## config.mk

```make
export PLATFORM = sky130hd
export DESIGN_NAME = cr_autobaud
export DESIGN_NICKNAME = d
export VERILOG_FILES = /design/src/rtl/cr_autobaud_pkg.sv /design/src/rtl/cr_autobaud_dp.sv /design/src/rtl/cr_autobaud_ctl.sv /design/src/rtl/cr_autobaud.sv
export SDC_FILE = /design/constraint.sdc
export NUM_CORES = 1
export LEC_CHECK = 0
export BUFFER_PORTS_ARGS = -buffer_cell sky130_fd_sc_hd__buf_2
export CAP_MARGIN = 20
export CORE_MARGIN = 1
export CORE_UTILIZATION = 64
export CTS_BUF_LIST = sky130_fd_sc_hd__clkbuf_4
export CTS_CLUSTER_SIZE = 28
export DETAILED_ROUTE_END_ITERATION = 8
export PLACE_DENSITY = 0.81
export SLEW_MARGIN = 40
export SYNTH_ARGS = -nofsm -noshare
export SYNTH_HDL_FRONTEND = slang
export SYNTH_SLANG_ARGS = --single-unit
export TNS_END_PERCENT = 100
```

## constraint.sdc

```tcl
create_clock -name clk -period 16.9 [get_ports clk]
set_clock_uncertainty 0.15 [all_clocks]
set_input_delay 1.69 -clock clk [delete_from_list [all_inputs] [get_ports clk]]
set_output_delay 1.69 -clock clk [all_outputs]
set_load 0.02 [all_outputs]
```

## src/rtl/cr_autobaud_pkg.sv

```systemverilog
package cr_autobaud_pkg;

  typedef enum logic [2:0] {
    ST_WAIT,
    ST_START,
    ST_B0,
    ST_B1,
    ST_B23,
    ST_B47
  } ctlState_t;

  // log2 of the expected multiple k for the run under test
  localparam logic [1:0] TOL_K1 = 2'd0;
  localparam logic [1:0] TOL_K2 = 2'd1;
  localparam logic [1:0] TOL_K4 = 2'd2;

  typedef struct packed {
    logic       loadIdle;
    logic       loadStart;
    logic       addRun;
    logic       commit;
    logic [1:0] tolSel;
  } ctlCmd_t;

  typedef struct packed {
    logic runDone;
    logic runLevel;
    logic startOk;
    logic idleOk;
    logic inTol;
  } dpStat_t;

endpackage

```

## src/rtl/cr_autobaud_dp.sv

```systemverilog
module cr_autobaud_dp
  import cr_autobaud_pkg::*;
#(
  parameter int CNT_W       = 16,
  parameter int MIN_START   = 4,
  parameter int IDLE_UNITS  = 8,
  parameter int SYNC_STAGES = 2
) (
  input  logic             clk,
  input  logic             rst,
  input  logic             rxPin,
  input  ctlCmd_t          cmd,
  output dpStat_t          stat,
  output logic [CNT_W-1:0] bitPeriod,
  output logic             periodValid,
  output logic             periodUpdate
);

  localparam int EXT_W = CNT_W + 6;
  localparam int SUM_W = CNT_W + 4;
  localparam logic [CNT_W-1:0] CNT_MAX = {CNT_W{1'b1}};

  // synchronizer and edge detection
  logic [SYNC_STAGES-1:0] syncChain;
  logic rxS;
  logic rxD;
  logic edgeSeen;

  always_ff @(posedge clk) begin
    if (rst) begin
      syncChain <= {SYNC_STAGES{1'b1}};
      rxD       <= 1'b1;
    end else begin
      syncChain <= {syncChain[SYNC_STAGES-2:0], rxPin};
      rxD       <= rxS;
    end
  end

  assign rxS      = syncChain[SYNC_STAGES-1];
  assign edgeSeen = (rxS != rxD);

  // saturating run-length counter
  logic [CNT_W-1:0] runCnt;

  always_ff @(posedge clk) begin
    if (rst) begin
      runCnt <= '0;
    end else if (edgeSeen) begin
      runCnt <= CNT_W'(1);
    end else if (runCnt != CNT_MAX) begin
      runCnt <= runCnt + CNT_W'(1);
    end
  end

  // stored measurements
  logic [CNT_W-1:0] idleLen;
  logic [CNT_W-1:0] xReg;
  logic [SUM_W-1:0] sumReg;

  always_ff @(posedge clk) begin
    if (rst) begin
      idleLen <= '0;
      xReg    <= '0;
      sumReg  <= '0;
    end else begin
      if (cmd.loadIdle) idleLen <= runCnt;
      if (cmd.loadStart) begin
        xReg   <= runCnt;
        sumReg <= SUM_W'(runCnt);
      end else if (cmd.addRun) begin
        sumReg <= sumReg + SUM_W'(runCnt);
      end
    end
  end

  // checks against the candidate unit period
  logic [EXT_W-1:0] runExt;
  logic [EXT_W-1:0] xExt;
  logic [EXT_W-1:0] idleLimit;
  logic [EXT_W-1:0] runTimes4;
  logic [EXT_W-1:0] kTimes4x;
  logic [EXT_W-1:0] tolLo;
  logic [EXT_W-1:0] tolHi;

  always_comb begin
    runExt    = EXT_W'(runCnt);
    xExt      = EXT_W'(xReg);
    idleLimit = runExt * EXT_W'(IDLE_UNITS);
    runTimes4 = runExt << 2;
    kTimes4x  = xExt << (2 + int'(cmd.tolSel));
    tolLo     = kTimes4x - xExt;
    tolHi     = kTimes4x + xExt;
  end

  assign stat.runDone  = edgeSeen;
  assign stat.runLevel = rxD;
  assign stat.startOk  = (runCnt >= CNT_W'(MIN_START));
  assign stat.idleOk   = (EXT_W'(idleLen) > idleLimit);
  assign stat.inTol    = (runTimes4 >= tolLo) && (runTimes4 <= tolHi);

  // period computation: rounded divide of the full character by nine
  logic [SUM_W-1:0] sumFinal;
  logic [SUM_W:0]   sumRounded;
  logic [SUM_W:0]   quotient;

  always_comb begin
    sumFinal   = sumReg + SUM_W'(runCnt);
    sumRounded = {1'b0, sumFinal} + (SUM_W+1)'(4);
    quotient   = sumRounded / (SUM_W+1)'(9);
  end

  always_ff @(posedge clk) begin
    if (rst) begin
      bitPeriod    <= '0;
      periodValid  <= 1'b0;
      periodUpdate <= 1'b0;
    end else begin
      periodUpdate <= 1'b0;
      if (cmd.commit) begin
        bitPeriod    <= quotient[CNT_W-1:0];
        periodValid  <= 1'b1;
        periodUpdate <= 1'b1;
      end
    end
  end

  // assertions
  assert_strobe_single_R9: assert property (@(posedge clk) disable iff (rst)
    periodUpdate |=> !periodUpdate);

  assert_period_only_on_strobe_R9: assert property (@(posedge clk) disable iff (rst)
    !$stable(bitPeriod) |-> periodUpdate);

  assert_valid_rise_R9: assert property (@(posedge clk) disable iff (rst)
    $rose(periodValid) |-> periodUpdate);

  assert_valid_sticky_R8: assert property (@(posedge clk) disable iff (rst)
    periodValid |=> periodValid);

  assert_count_saturates_R10: assert property (@(posedge clk) disable iff (rst)
    (runCnt == CNT_MAX && !edgeSeen) |=> runCnt == CNT_MAX);

  assert_min_start_R7: assert property (@(posedge clk) disable iff (rst)
    periodUpdate |-> xReg >= CNT_W'(MIN_START));

endmodule

```

## src/rtl/cr_autobaud_ctl.sv

```systemverilog
module cr_autobaud_ctl
  import cr_autobaud_pkg::*;
(
  input  logic    clk,
  input  logic    rst,
  input  dpStat_t stat,
  output ctlCmd_t cmd
);

  ctlState_t state;
  ctlState_t stateNext;

  always_ff @(posedge clk) begin
    if (rst) state <= ST_WAIT;
    else     state <= stateNext;
  end

  always_comb begin
    cmd       = '0;
    stateNext = state;

    unique case (state)
      ST_B23:  cmd.tolSel = TOL_K2;
      ST_B47:  cmd.tolSel = TOL_K4;
      default: cmd.tolSel = TOL_K1;
    endcase

    if (stat.runDone) begin
      unique case (state)
        ST_WAIT: begin
          if (stat.runLevel) begin
            cmd.loadIdle = 1'b1;
            stateNext    = ST_START;
          end
        end
        ST_START: begin
          if (stat.startOk && stat.idleOk) begin
            cmd.loadStart = 1'b1;
            stateNext     = ST_B0;
          end else begin
            stateNext = ST_WAIT;
          end
        end
        ST_B0, ST_B1, ST_B23: begin
          if (stat.inTol) begin
            cmd.addRun = 1'b1;
            stateNext  = (state == ST_B0) ? ST_B1 :
                         (state == ST_B1) ? ST_B23 : ST_B47;
          end else if (stat.runLevel) begin
            cmd.loadIdle = 1'b1;
            stateNext    = ST_START;
          end else begin
            stateNext = ST_WAIT;
          end
        end
        ST_B47: begin
          if (stat.inTol) cmd.commit = 1'b1;
          stateNext = ST_WAIT;
        end
        default: stateNext = ST_WAIT;
      endcase
    end
  end

  // a high run that breaks the sequence is reused as the next idle candidate
  assert_abort_reuses_idle_R3: assert property (@(posedge clk) disable iff (rst)
    (stat.runDone && stat.runLevel && state != ST_START && !stat.inTol) |=> state == ST_START);

  assert_commit_leaves_R3: assert property (@(posedge clk) disable iff (rst)
    cmd.commit |=> state == ST_WAIT);

endmodule

```

## src/rtl/cr_autobaud.sv

```systemverilog
module cr_autobaud
  import cr_autobaud_pkg::*;
#(
  parameter int CNT_W       = 16,
  parameter int MIN_START   = 4,
  parameter int IDLE_UNITS  = 8,
  parameter int SYNC_STAGES = 2
) (
  input  logic             clk,
  input  logic             rst,
  input  logic             rxPin,
  output logic [CNT_W-1:0] bitPeriod,
  output logic             periodValid,
  output logic             periodUpdate
);

  ctlCmd_t cmd;
  dpStat_t stat;

  cr_autobaud_dp #(
    .CNT_W(CNT_W),
    .MIN_START(MIN_START),
    .IDLE_UNITS(IDLE_UNITS),
    .SYNC_STAGES(SYNC_STAGES)
  ) dpInst (
    .clk(clk),
    .rst(rst),
    .rxPin(rxPin),
    .cmd(cmd),
    .stat(stat),
    .bitPeriod(bitPeriod),
    .periodValid(periodValid),
    .periodUpdate(periodUpdate)
  );

  cr_autobaud_ctl ctlInst (
    .clk(clk),
    .rst(rst),
    .stat(stat),
    .cmd(cmd)
  );

endmodule

```

==> flow_summary.ini <==
[run_status]
outcome = complete, no violations

[place]
place.detailed.hpwl_um = 23020
numPlacedInstances = 1661
gpl.final_weighted_congestion = 0.9708
port-buffer-count = 20

[power_and_ir_drop]
p_leak_nw = 4.296
fin_total_pwr_mw = 0.4021
power_density_nw_per_um2 = 35.76
power.ir.vdd_worst_mv = 0.03364

[logic_synthesis]
netlist_area_pre_place_um2 = 10860
synthesis.instances = 1471
synth_sequential_area_ratio_pct = 16.96
synth_warnings = 0
postSynthRegisterBits = 92
async_reset_ff_share_pct = 0
synth-edff-count = 0
synth_top_flop_cell = sky130_fd_sc_hd__dfxtp_1
synth_area_per_cell_um2 = 7.383
synth_cell_types = 112

[flow_run]
max_cap_viol_count = 0

[drt]
routed_wirelength_um = 29940
via_count = 10980
viasPerCell = 6.543
topRoutingLayerUsed = met4
routed-wl-met3_um = 1909
detail_route.drc_violations = 0
drt_pre_antenna_iters = 5
m1WireLength_um = 12560
post_drt_wl_per_cell_um = 17.84
ant_nets = 0
drtIter0Drc = 810
met2WireLength_um = 14230

[finish]
final_util_pct = 67.80
drive_above_1_share_pct = 8.785
finish.net_count = 1554
area_growth_pct = 3.526
finalNonFillerCells = 1678

[clocking]
cts_post_setup_buffers_inserted = 0
clock_tree.htree_level_count = 3
cts_sinks = 92
cts_buffers = 9
clkTransAtPathRegs_ns = 0.16
post_cts_resized = 0
cts.root.buffer_cell = sky130_fd_sc_hd__clkbuf_4
tritoncts_clock_tree = built
cts_max_path_buffers = 2
clock_latency_ns = 0.53
post_cts_hold_buffer_count = 0

[worst_hold_path]
worst_hold_path.endpoint = dpInst.syncChain[1]$_SDFF_PP1_
worst_hold_startpoint = dpInst.syncChain[0]$_SDFF_PP1_
hold_path_class = flop to flop
min_path_cells = 1

[setup_path]
critical_path_peak_fanout = 13
timing.rr.end = dpInst.bitPeriod[0]$_SDFFE_PP0P_
critical_path.slowest_cell = sky130_fd_sc_hd__or4_1
path_class = flop to flop
critPathLaunchType = flop
worst-endpoint-arrival_ns = 14.00
worst_r2r_path_cells = 47
cpPeakStageDelay_ns = 0.72
reg2reg_from = dpInst.runCnt[0]$_SDFFE_PP0P_
cp_capture_type = flop
worst_path_required_ns = 17.16
ff2ff_setup_slack_ns = 3.16

[floorplan]
die_area_um2 = 17490
core_area_um2 = 16580
start_util_pct = 65.49
die-width_um = 132.3
die_y_um = 132.3
floorplan.io_pins = 21
floorplan.rows = 47

[sta]
setup-tns-final_ns = 0
rsz0062_at_grt = no
maxClockFrequency_mhz = 72.80
fin_crit_ns = 13.74
tightest_hold_margin_ns = 0.2852
final-hold-violation-count = 0
final_min_period_over_clock_period_pct = 81.28
maxSlewHeadroom_pct = 45.64
slew_viol_final = 0
finalSetupViolations = 0
tightest_slew_ns = 0.7949

[global_routing]
grt_first_pass_wirelength_um = 48680
grt.total_usage_pct = 33.87
grt_start_max_net_pins = 73
grt_pass1_vias = 9997
grt-ovfl-total = 0
grt_antenna_before_repair = 1
per-stage QoR:
stage	cell area, um^2	setup WS [ns]
after global placement	11030	3.443
after CTS	11200	3.112
final	11240	3.163
after detailed placement	11060	3.217
after global routing	11240	2.102
after floorplan	10860	5.054
worst max path at each step:
stage,start,end,slack (ns),depth (start not counted)
2_1_floorplan,dpInst.runCnt[0]$_SDFFE_PP0P_,dpInst.bitPeriod[0]$_SDFFE_PP0P_,5.05,50
3_3_place_gp,dpInst.runCnt[0]$_SDFFE_PP0P_,dpInst.bitPeriod[0]$_SDFFE_PP0P_,3.44,47
3_5_place_dp,dpInst.runCnt[0]$_SDFFE_PP0P_,dpInst.bitPeriod[0]$_SDFFE_PP0P_,3.22,47
4_1_cts,dpInst.runCnt[0]$_SDFFE_PP0P_,dpInst.bitPeriod[0]$_SDFFE_PP0P_,3.11,47
5_1_grt,dpInst.runCnt[0]$_SDFFE_PP0P_,dpInst.bitPeriod[0]$_SDFFE_PP0P_,2.10,47
6_report,dpInst.runCnt[0]$_SDFFE_PP0P_,dpInst.bitPeriod[0]$_SDFFE_PP0P_,3.16,47
placed cells by master, fill, tap and decap left out, types with 5 or more instances in the layout:
| cell type | Yosys | layout |
|---|---|---|
| sky130_fd_sc_hd__or3_1 | 21 | 21 |
| sky130_fd_sc_hd__ha_1 | 98 | 98 |
| sky130_fd_sc_hd__o21ai_0 | 91 | 91 |
| sky130_fd_sc_hd__or2_2 | 7 | 7 |
| sky130_fd_sc_hd__mux2i_1 | 28 | 28 |
| sky130_fd_sc_hd__and4_1 | 7 | 7 |
| sky130_fd_sc_hd__a21oi_1 | 98 | 98 |
| sky130_fd_sc_hd__buf_4 | 5 | 5 |
| sky130_fd_sc_hd__nand4_1 | 25 | 25 |
| sky130_fd_sc_hd__a311oi_1 | 6 | 6 |
| sky130_fd_sc_hd__nor4_1 | 17 | 16 |
| sky130_fd_sc_hd__a211o_1 | 7 | 7 |
| sky130_fd_sc_hd__or3_4 | 5 | 5 |
| sky130_fd_sc_hd__nor3_1 | 39 | 39 |
| sky130_fd_sc_hd__nand2_1 | 92 | 92 |
| sky130_fd_sc_hd__and3_1 | 19 | 19 |
| sky130_fd_sc_hd__o21a_1 | 12 | 12 |
| sky130_fd_sc_hd__inv_1 | 63 | 63 |
| sky130_fd_sc_hd__nand3_1 | 49 | 49 |
| sky130_fd_sc_hd__or4_1 | 7 | 7 |
| sky130_fd_sc_hd__o22ai_1 | 8 | 8 |
| sky130_fd_sc_hd__and2_1 | 19 | 19 |
| sky130_fd_sc_hd__a221oi_1 | 14 | 14 |
| sky130_fd_sc_hd__o31ai_1 | 11 | 10 |
| sky130_fd_sc_hd__xor2_1 | 23 | 20 |
| sky130_fd_sc_hd__dfxtp_1 | 92 | 92 |
| sky130_fd_sc_hd__xnor2_1 | 68 | 67 |
| sky130_fd_sc_hd__nor2b_1 | 15 | 15 |
| sky130_fd_sc_hd__o21ai_1 | 7 | 7 |
| sky130_fd_sc_hd__nor2_1 | 212 | 210 |
| sky130_fd_sc_hd__a31oi_1 | 12 | 12 |
| sky130_fd_sc_hd__o2111ai_1 | 5 | 5 |
| sky130_fd_sc_hd__o211ai_1 | 19 | 19 |
| sky130_fd_sc_hd__buf_2 | 10 | 20 |
| sky130_fd_sc_hd__clkbuf_4 | 0 | 9 |
| sky130_fd_sc_hd__a21o_1 | 21 | 21 |
| sky130_fd_sc_hd__a211oi_1 | 27 | 27 |
| sky130_fd_sc_hd__nand2b_1 | 38 | 37 |
per-layer routing:
metal,GRT usage [%],vias to the layer above
met5,0,-
met4,14.11,0
met3,4.306,103
met2,59.82,447
met1,41.38,5064
li1,-,5365
report_power, final:
group / internal [mW] / leakage [nW] / switching, mW
sequential: 0.218 / 0.742 / 0.00189
combinational: 0.0159 / 3.48 / 0.0246
clock: 0.0471 / 0.0775 / 0.0944
cell usage after synthesis (all sizes together), types with 23 or more instances:
library cell	n	share of area (%)
clkbuf	35	1.2
nand3	51	2.4
or3	26	1.7
dfxtp	92	17
nor3	42	2.1
nand4	26	1.6
o21ai	100	4.7
o211ai	23	1.8
mux2i	30	2.9
a21oi	103	5.0
nand2	94	3.3
inv	64	2.2
xor2	23	1.9
nand2b	38	2.2
xnor2	69	5.6
nor2	213	7.4
a211oi	32	2.6
ha	98	11
sequential cells by signal, indices dropped and copies added, names as in the netlist, 2 cells and up:
register          cells
dpInst.sumReg        20
dpInst.xReg          16
dpInst.idleLen       16
dpInst.runCnt        16
dpInst.bitPeriod     16
ctlInst.state         3
dpInst.syncChain      2
critical path, delay by kind of cell (launching register included):
| kind | cells | cell delay [ns] |
|---|---|---|
| xor gates and xnor gates | 1 | 0.29 |
| DFF | 1 | 0.55 |
| and+or+nand+nor | 17 | 5.25 |
| buffers and inverters | 2 | 0.32 |
| muxes | 4 | 1.84 |
| adders and majority gates | 4 | 1.13 |
| AOI/OAI and AO/OA | 19 | 4.08 |
layout make-up:
class                      instances  area [um^2]
multi-input combinational       1260         8597
fill                            1506         5340
sequential                        92         1842
tap                              220        275.3
inverter                          64        240.2
timing repair buffer              25        137.6
clock inverter                     7        81.33
clock buffer                       9        67.56
antenna                            1        2.502
cell families (layout without fill, tap and decap cells):
group	after synthesis	after routing	synth area share, %
AO/OA/AOI/OAI	419	419	26.84
other	1	3	0.03453
AND/OR/NAND/NOR	613	613	29.27
multiplexers	34	34	3.329
flip-flops	92	92	16.96
XOR/XNOR	92	92	7.488
adder cells (fa/ha/maj)	100	100	11.57
buffers and inverters	120	105	4.505
Note: power is estimated with default switching activity, not from simulation.
